===== config.mk =====
export PLATFORM = sky130hd
export DESIGN_NAME = dual_rate_after_timer
export DESIGN_NICKNAME = d
export VERILOG_FILES = /design/src/rtl/dr_timer_pkg.sv /design/src/rtl/dr_timebase.sv /design/src/rtl/dr_wait_table.sv /design/src/rtl/dual_rate_after_timer.sv
export SDC_FILE = /design/constraint.sdc
export NUM_CORES = 1
export LEC_CHECK = 0
export BUFFER_PORTS_ARGS = -buffer_cell sky130_fd_sc_hd__buf_2
export CAP_MARGIN = 20
export CORE_MARGIN = 2
export CORE_UTILIZATION = 62
export DETAILED_ROUTE_END_ITERATION = 8
export PLACE_DENSITY = 0.9
export SYNTH_ARGS = -nofsm -noshare
export SYNTH_HDL_FRONTEND = slang
export SYNTH_SLANG_ARGS = --single-unit

===== constraint.sdc =====
create_clock -name clk -period 8.2 [get_ports clk]
set_input_delay 0.82 -clock clk [delete_from_list [all_inputs] [get_ports clk]]
set_output_delay 0.82 -clock clk [all_outputs]
set_load 0.05 [all_outputs]

===== src/rtl/dr_timer_pkg.sv =====
package dr_timer_pkg;
  typedef enum logic {PRI_FAST = 1'b0, PRI_SLOW = 1'b1} pri_e;
  typedef enum logic {OP_READ = 1'b0, OP_WAIT = 1'b1} op_e;
endpackage


===== src/rtl/dr_timebase.sv =====
module dr_timebase #(
  parameter int CYC_PER_US = 100,
  parameter int SLOW_RATIO = 64,
  parameter int TW         = 32
) (
  input  logic          clk,
  input  logic          rst_n,
  output logic [TW-1:0] fast_cnt,
  output logic [TW-1:0] slow_cnt
);
  localparam int PW = (CYC_PER_US > 1) ? $clog2(CYC_PER_US) : 1;
  localparam int DW = (SLOW_RATIO > 1) ? $clog2(SLOW_RATIO) : 1;

  logic [PW-1:0] pre_q;
  logic [DW-1:0] div_q;
  logic          us_tick, slow_tick;

  assign us_tick   = (pre_q == PW'(CYC_PER_US - 1));
  assign slow_tick = us_tick && (div_q == DW'(SLOW_RATIO - 1));

  always_ff @(posedge clk or negedge rst_n) begin
    if (!rst_n) begin
      pre_q    <= '0;
      div_q    <= '0;
      fast_cnt <= '0;
      slow_cnt <= '0;
    end else begin
      pre_q <= us_tick ? '0 : pre_q + PW'(1);
      if (us_tick) begin
        fast_cnt <= fast_cnt + TW'(1);
        div_q    <= slow_tick ? '0 : div_q + DW'(1);
      end
      if (slow_tick) slow_cnt <= slow_cnt + TW'(1);
    end
  end
endmodule


===== src/rtl/dr_wait_table.sv =====
module dr_wait_table #(
  parameter int TW    = 32,
  parameter int SLOTS = 4,
  parameter int IDW   = 4
) (
  input  logic           clk,
  input  logic           rst_n,
  input  logic [TW-1:0]  fast_cnt,
  input  logic [TW-1:0]  slow_cnt,
  input  logic           alloc_valid,
  input  logic           alloc_low,
  input  logic [TW-1:0]  alloc_time,
  input  logic [IDW-1:0] alloc_id,
  output logic           has_free,
  input  logic           cancel_valid,
  input  logic [IDW-1:0] cancel_id,
  output logic           wake_valid,
  input  logic           wake_ready,
  output logic [IDW-1:0] wake_id,
  output logic           pend_any
);
  logic [SLOTS-1:0] used_q, low_q, expired, killed, eligible;
  logic [SLOTS-1:0] free_oh, pick_oh;
  logic [TW-1:0]    tgt_q [SLOTS];
  logic [IDW-1:0]   id_q  [SLOTS];
  logic             out_v_q, out_kill, load_en;
  logic [IDW-1:0]   out_id_q, pick_id;

  for (genvar i = 0; i < SLOTS; i++) begin : g_slot
    logic [TW-1:0] delta;
    assign delta      = (low_q[i] ? slow_cnt : fast_cnt) - tgt_q[i];
    assign expired[i] = used_q[i] && !delta[TW-1] && (delta != '0);
    assign killed[i]  = cancel_valid && used_q[i] && (id_q[i] == cancel_id);
  end

  assign eligible = expired & ~killed;

  always_comb begin
    free_oh = '0;
    pick_oh = '0;
    pick_id = '0;
    for (int i = SLOTS - 1; i >= 0; i--) begin
      if (!used_q[i]) free_oh = SLOTS'(1) << i;
      if (eligible[i]) begin
        pick_oh = SLOTS'(1) << i;
        pick_id = id_q[i];
      end
    end
  end

  assign has_free = |free_oh;
  assign out_kill = cancel_valid && out_v_q && (out_id_q == cancel_id);
  assign load_en  = !out_v_q || wake_ready || out_kill;

  always_ff @(posedge clk or negedge rst_n) begin
    if (!rst_n) begin
      used_q   <= '0;
      low_q    <= '0;
      out_v_q  <= 1'b0;
      out_id_q <= '0;
      for (int i = 0; i < SLOTS; i++) begin
        tgt_q[i] <= '0;
        id_q[i]  <= '0;
      end
    end else begin
      for (int i = 0; i < SLOTS; i++) begin
        if (killed[i] || (load_en && pick_oh[i])) used_q[i] <= 1'b0;
        if (alloc_valid && free_oh[i]) begin
          used_q[i] <= 1'b1;
          low_q[i]  <= alloc_low;
          tgt_q[i]  <= alloc_time;
          id_q[i]   <= alloc_id;
        end
      end
      if (load_en) begin
        out_v_q  <= |eligible;
        out_id_q <= pick_id;
      end
    end
  end

  assign wake_valid = out_v_q;
  assign wake_id    = out_id_q;
  assign pend_any   = (|used_q) || out_v_q;
endmodule


===== src/rtl/dual_rate_after_timer.sv =====
module dual_rate_after_timer
  import dr_timer_pkg::*;
#(
  parameter int CYC_PER_US = 100,
  parameter int SLOW_RATIO = 64,
  parameter int TW         = 32,
  parameter int SLOTS      = 4,
  parameter int IDW        = 4
) (
  input  logic           clk,
  input  logic           rst_n,
  input  logic           req_valid,
  output logic           req_ready,
  input  logic           req_wait,
  input  logic           req_low,
  input  logic [TW-1:0]  req_time,
  input  logic [IDW-1:0] req_id,
  output logic           rd_valid,
  output logic [TW-1:0]  rd_time,
  input  logic           cancel_valid,
  input  logic [IDW-1:0] cancel_id,
  output logic           wake_valid,
  input  logic           wake_ready,
  output logic [IDW-1:0] wake_id,
  output logic           pend_any
);
  logic [TW-1:0] fast_now, slow_now;
  logic          slot_free, do_wait, do_read;

  dr_timebase #(.CYC_PER_US(CYC_PER_US), .SLOW_RATIO(SLOW_RATIO), .TW(TW)) u_base (
    .clk(clk), .rst_n(rst_n), .fast_cnt(fast_now), .slow_cnt(slow_now)
  );

  assign req_ready = (op_e'(req_wait) == OP_READ) || slot_free;
  assign do_wait   = req_valid && (op_e'(req_wait) == OP_WAIT) && slot_free;
  assign do_read   = req_valid && (op_e'(req_wait) == OP_READ);

  dr_wait_table #(.TW(TW), .SLOTS(SLOTS), .IDW(IDW)) u_table (
    .clk(clk), .rst_n(rst_n),
    .fast_cnt(fast_now), .slow_cnt(slow_now),
    .alloc_valid(do_wait), .alloc_low(req_low), .alloc_time(req_time),
    .alloc_id(req_id), .has_free(slot_free),
    .cancel_valid(cancel_valid), .cancel_id(cancel_id),
    .wake_valid(wake_valid), .wake_ready(wake_ready), .wake_id(wake_id),
    .pend_any(pend_any)
  );

  always_ff @(posedge clk or negedge rst_n) begin
    if (!rst_n) begin
      rd_valid <= 1'b0;
      rd_time  <= '0;
    end else begin
      rd_valid <= do_read;
      if (do_read) rd_time <= (pri_e'(req_low) == PRI_SLOW) ? slow_now : fast_now;
    end
  end
endmodule


==> run summary <==
Status: complete, no violations
TritonRoute pass-1 iters: 9
Synth Area in Adders: 0.08321
Final ANT Viol Nets: 0
Yosys Warn Count: 0
Rel. slew slack: 0.2940
Clk sink count: 267
Die area: 0.03579 sq mm
CTS clk-pin slew, worst paths: 0.07 ns
First-pass GRT wire length: 105.7 mm
RSZ-0062 raised after global routing: false
Critical Path AT: 6.54 ns
Root Driver: clkbuf_16
DIE WIDTH: 189.2 um
CP Launch Type: flop
Final setup violation count: 0
Average wire per standard cell: 23.25 um
Vias per inst: 6.721
Share of synthesized flip-flops with an asynchronous set or reset: 1.000
DRT iter0 DRCs: 2165
Starting Density: 0.6325
FF-to-FF setup slack: 2.11 ns
Simple-gate portion of the synthesized area: 0.1636
CTS tree: yes
Residual DRC: 0
CTS Hold Buffers Added: 0
Drt total wl: 67.64 mm
Cells after synthesis: 2455
Slew Viols, Final: 0
Final Hold Viols: 0
Slowest cell on crit path: nor4_1
# IOs: 87
Fin crit period: 6.088 ns
Post-synth EDFFs: 0
Top post-synthesis cells by area: dfrtp_1 (31%), mux2_2 (11%), ha_1 (7.9%)
Setup TNS: 0 ns
Row count: 67
Cell variety after synth: 81
Power density over the cells: 279.9 mW/mm^2
Largest net degree at the start of global routing: 148
Fin crit share: 0.7425
Worst path max stage delay: 0.91 ns
Yosys top cell by area: dfrtp_1
Buf+Inv Stages, Crit Path: 1
Clock Latency Late Sink: 0.58 ns
Synth Register Bits: 267
CTS H-tree depth: 1
Avg Cell Area, Syn: 8.661 sq um
Top-area cell type share of the netlist area: 0.3142
Final net count: 2625
Leak Pwr: 10.66 nW
Grt ovf: 0
Initial antenna violation count: 2
Via count of the routed design: 19550
VDD IR max: 0.1776 mV
Area of the mapped netlist: 0.02126 sq mm
MaxCap Viol Count: 0
CP Data Required Time: 8.66 ns
Seq/Total Area, Yosys: 0.3142
Hold Slack: 0.3208 ns
Area of the core: 0.03362 sq mm
Max Clock Freq: 0.1643 GHz
Post-synthesis compound-gate area fraction: 0.1899
Post-CTS Resized: 0
Post-synthesis mux area share: 0.1368
CP delay by family, top: simple AND/OR/NAND/NOR gates
Crit-path max FO: 30
Worst-margin pin slew: 1.049 ns
Num CTS Buffers: 28
Placer Congestion: 1.014
Final Skew: 0.02509 ns
Port Buf Inserts: 86
DP HPWL: 50.97 mm
Diode count: 0
Area Growth Syn to Fin: 7.368%
Syn nets: 2641
Synth Area in XOR/XNOR: 0.05602
Critical-path cell list: buf_4, mux2_2, ha_1, nand4_1, a2111oi_0, a211oi_1, o21ai_0, nand4b_1, nor4_1, nand4_1, nor4_1, nor3b_1, nand2b_2, or4_1, a21o_1
Most frequently used flop master after synthesis: dfrtp_1
Main combinational cell family by area after synthesis: compound AO/OA/AOI/OAI gates
Total track usage: 0.3750
CP Capture Type: flop
CP Class: flop to flop
Post-CTS Setup Bufs: 0
Hold Crit Class: primary input to asynchronous set/reset pin
Die extent in y: 189.2 um
Vias in the first global route: 19130
Clock Path Buffers: 3
Ratio of cells with drive above 1 in the final layout: 0.1568
[area by class of cell]
class / instances / area, sq um
flip-flops and latches: 267 / 6681
repair buffers: 100 / 570.5
fillers: 2584 / 10790
multi-input cells: 1872 / 13400
clock inverters: 18 / 193.9
clock buffers: 34 / 784.5
well taps: 448 / 560.5
inverters: 170 / 638.1
[stage by stage]
step / std cells / utilization / power (mW) / instance area [sq um] / setup slack [ns]
finish: 2909 / 0.6791 / 6.390 / 22830 / 2.112
global placement: 2856 / 0.6494 / 4.833 / 21830 / 2.541
detailed placement: 2856 / 0.6494 / 4.931 / 21830 / 2.384
floorplan: 2455 / - / 4.155 / 21260 / 3.346
CTS: 2908 / 0.6785 / 6.315 / 22810 / 2.354
global route: 2909 / 0.6791 / 6.742 / 22830 / 1.648
[layout by cell type (no fill, tap or decap), types with 12 or more instances in the layout]
cell type	instances
a21oi_1	147
and4_1	14
mux2_2	204
dfrtp_1	267
nand4_1	54
nand2_1	258
o21bai_1	12
nor4_1	18
a21o_1	30
nand2b_1	13
xnor2_1	80
and2_1	20
and3_1	32
o21a_1	24
ha_1	135
nor3_1	39
clkbuf_16	29
buf_4	12
a2111oi_0	14
nor2_1	111
o31ai_1	13
inv_1	170
buf_2	85
a211oi_1	26
xor2_1	56
mux2i_1	61
nand3_1	61
o21ai_0	206
or3_1	18
nor2b_1	16
o211ai_1	20
[registers in the layout, summed over array words and instances (netlist names)]
name / cells
rd_time: 32
rd_valid: 1
u_base.div_q: 6
u_base.fast_cnt: 32
u_base.pre_q: 7
u_base.slow_cnt: 32
u_table.id_q: 16
u_table.low_q: 4
u_table.tgt_q: 128
u_table.used_q: 4
u_table.wake_id: 4
u_table.wake_valid: 1
[synthesized netlist by cell type (32+ instances only)]
| cell | instances |
|---|---|
| mux2i_1 | 61 |
| xnor2_1 | 80 |
| clkbuf_1 | 125 |
| nand4_1 | 54 |
| xor2_1 | 56 |
| nand2_1 | 258 |
| mux2_2 | 204 |
| inv_1 | 170 |
| ha_1 | 135 |
| o21ai_0 | 206 |
| dfrtp_1 | 267 |
| nor3_1 | 39 |
| nand3_1 | 61 |
| nor2_1 | 112 |
| a21oi_1 | 147 |
| and3_1 | 32 |
[where the power goes]
part | internal, mW | leakage (nW) | switching, mW
clock | 0.783 | 0.488 | 0.593
combinational | 1.18 | 6.80 | 1.86
sequential | 1.70 | 3.38 | 0.276
[metal layers]
layer	track usage	vias to the layer above	routed length, um
li1	-	8835	-
met1	0.4966	9443	26680
met2	0.6096	1029	31150
met3	0.06487	242	6651
met4	0.1553	2	3140
met5	0	-	13
[worst reg2reg max path, cell delays in order (launching register included)]
cell	delay [ns]
dfrtp_1	0.44
buf_4	0.41
mux2_2	0.40
ha_1	0.45
nand4_1	0.26
a2111oi_0	0.86
a211oi_1	0.09
o21ai_0	0.12
nand4b_1	0.11
nor4_1	0.34
nand4_1	0.19
nor4_1	0.91
nor3b_1	0.28
nand2b_2	0.34
or4_1	0.57
a21o_1	0.19
[cell families (layout without fill, tap and decap cells)]
family          count (synthesis)  count (layout)
xor+xnor                      136             136
buf+inv                       316             322
flops                         267             267
fa+ha+maj                     139             139
compound gates                627             627
mux                           265             265
simple gates                  705             705
[worst paths after layout]
| check | startpoint | endpoint | cells after the start |
|---|---|---|---|
| max | u_table.low_q[1] | u_table.used_q[3] | 15 |
| max reg2reg | u_table.low_q[1] | u_table.used_q[3] | 15 |
| min reg2reg | u_base.pre_q[0] | u_base.pre_q[0] | 1 |
| min | rst_n | u_table.tgt_q[1] | 1 |
| max in group asynchronous | rst_n | u_table.tgt_q[93] | 2 |
| min in group clk | u_base.pre_q[0] | u_base.pre_q[0] | 1 |
Note: power is estimated with default switching activity, not from simulation.
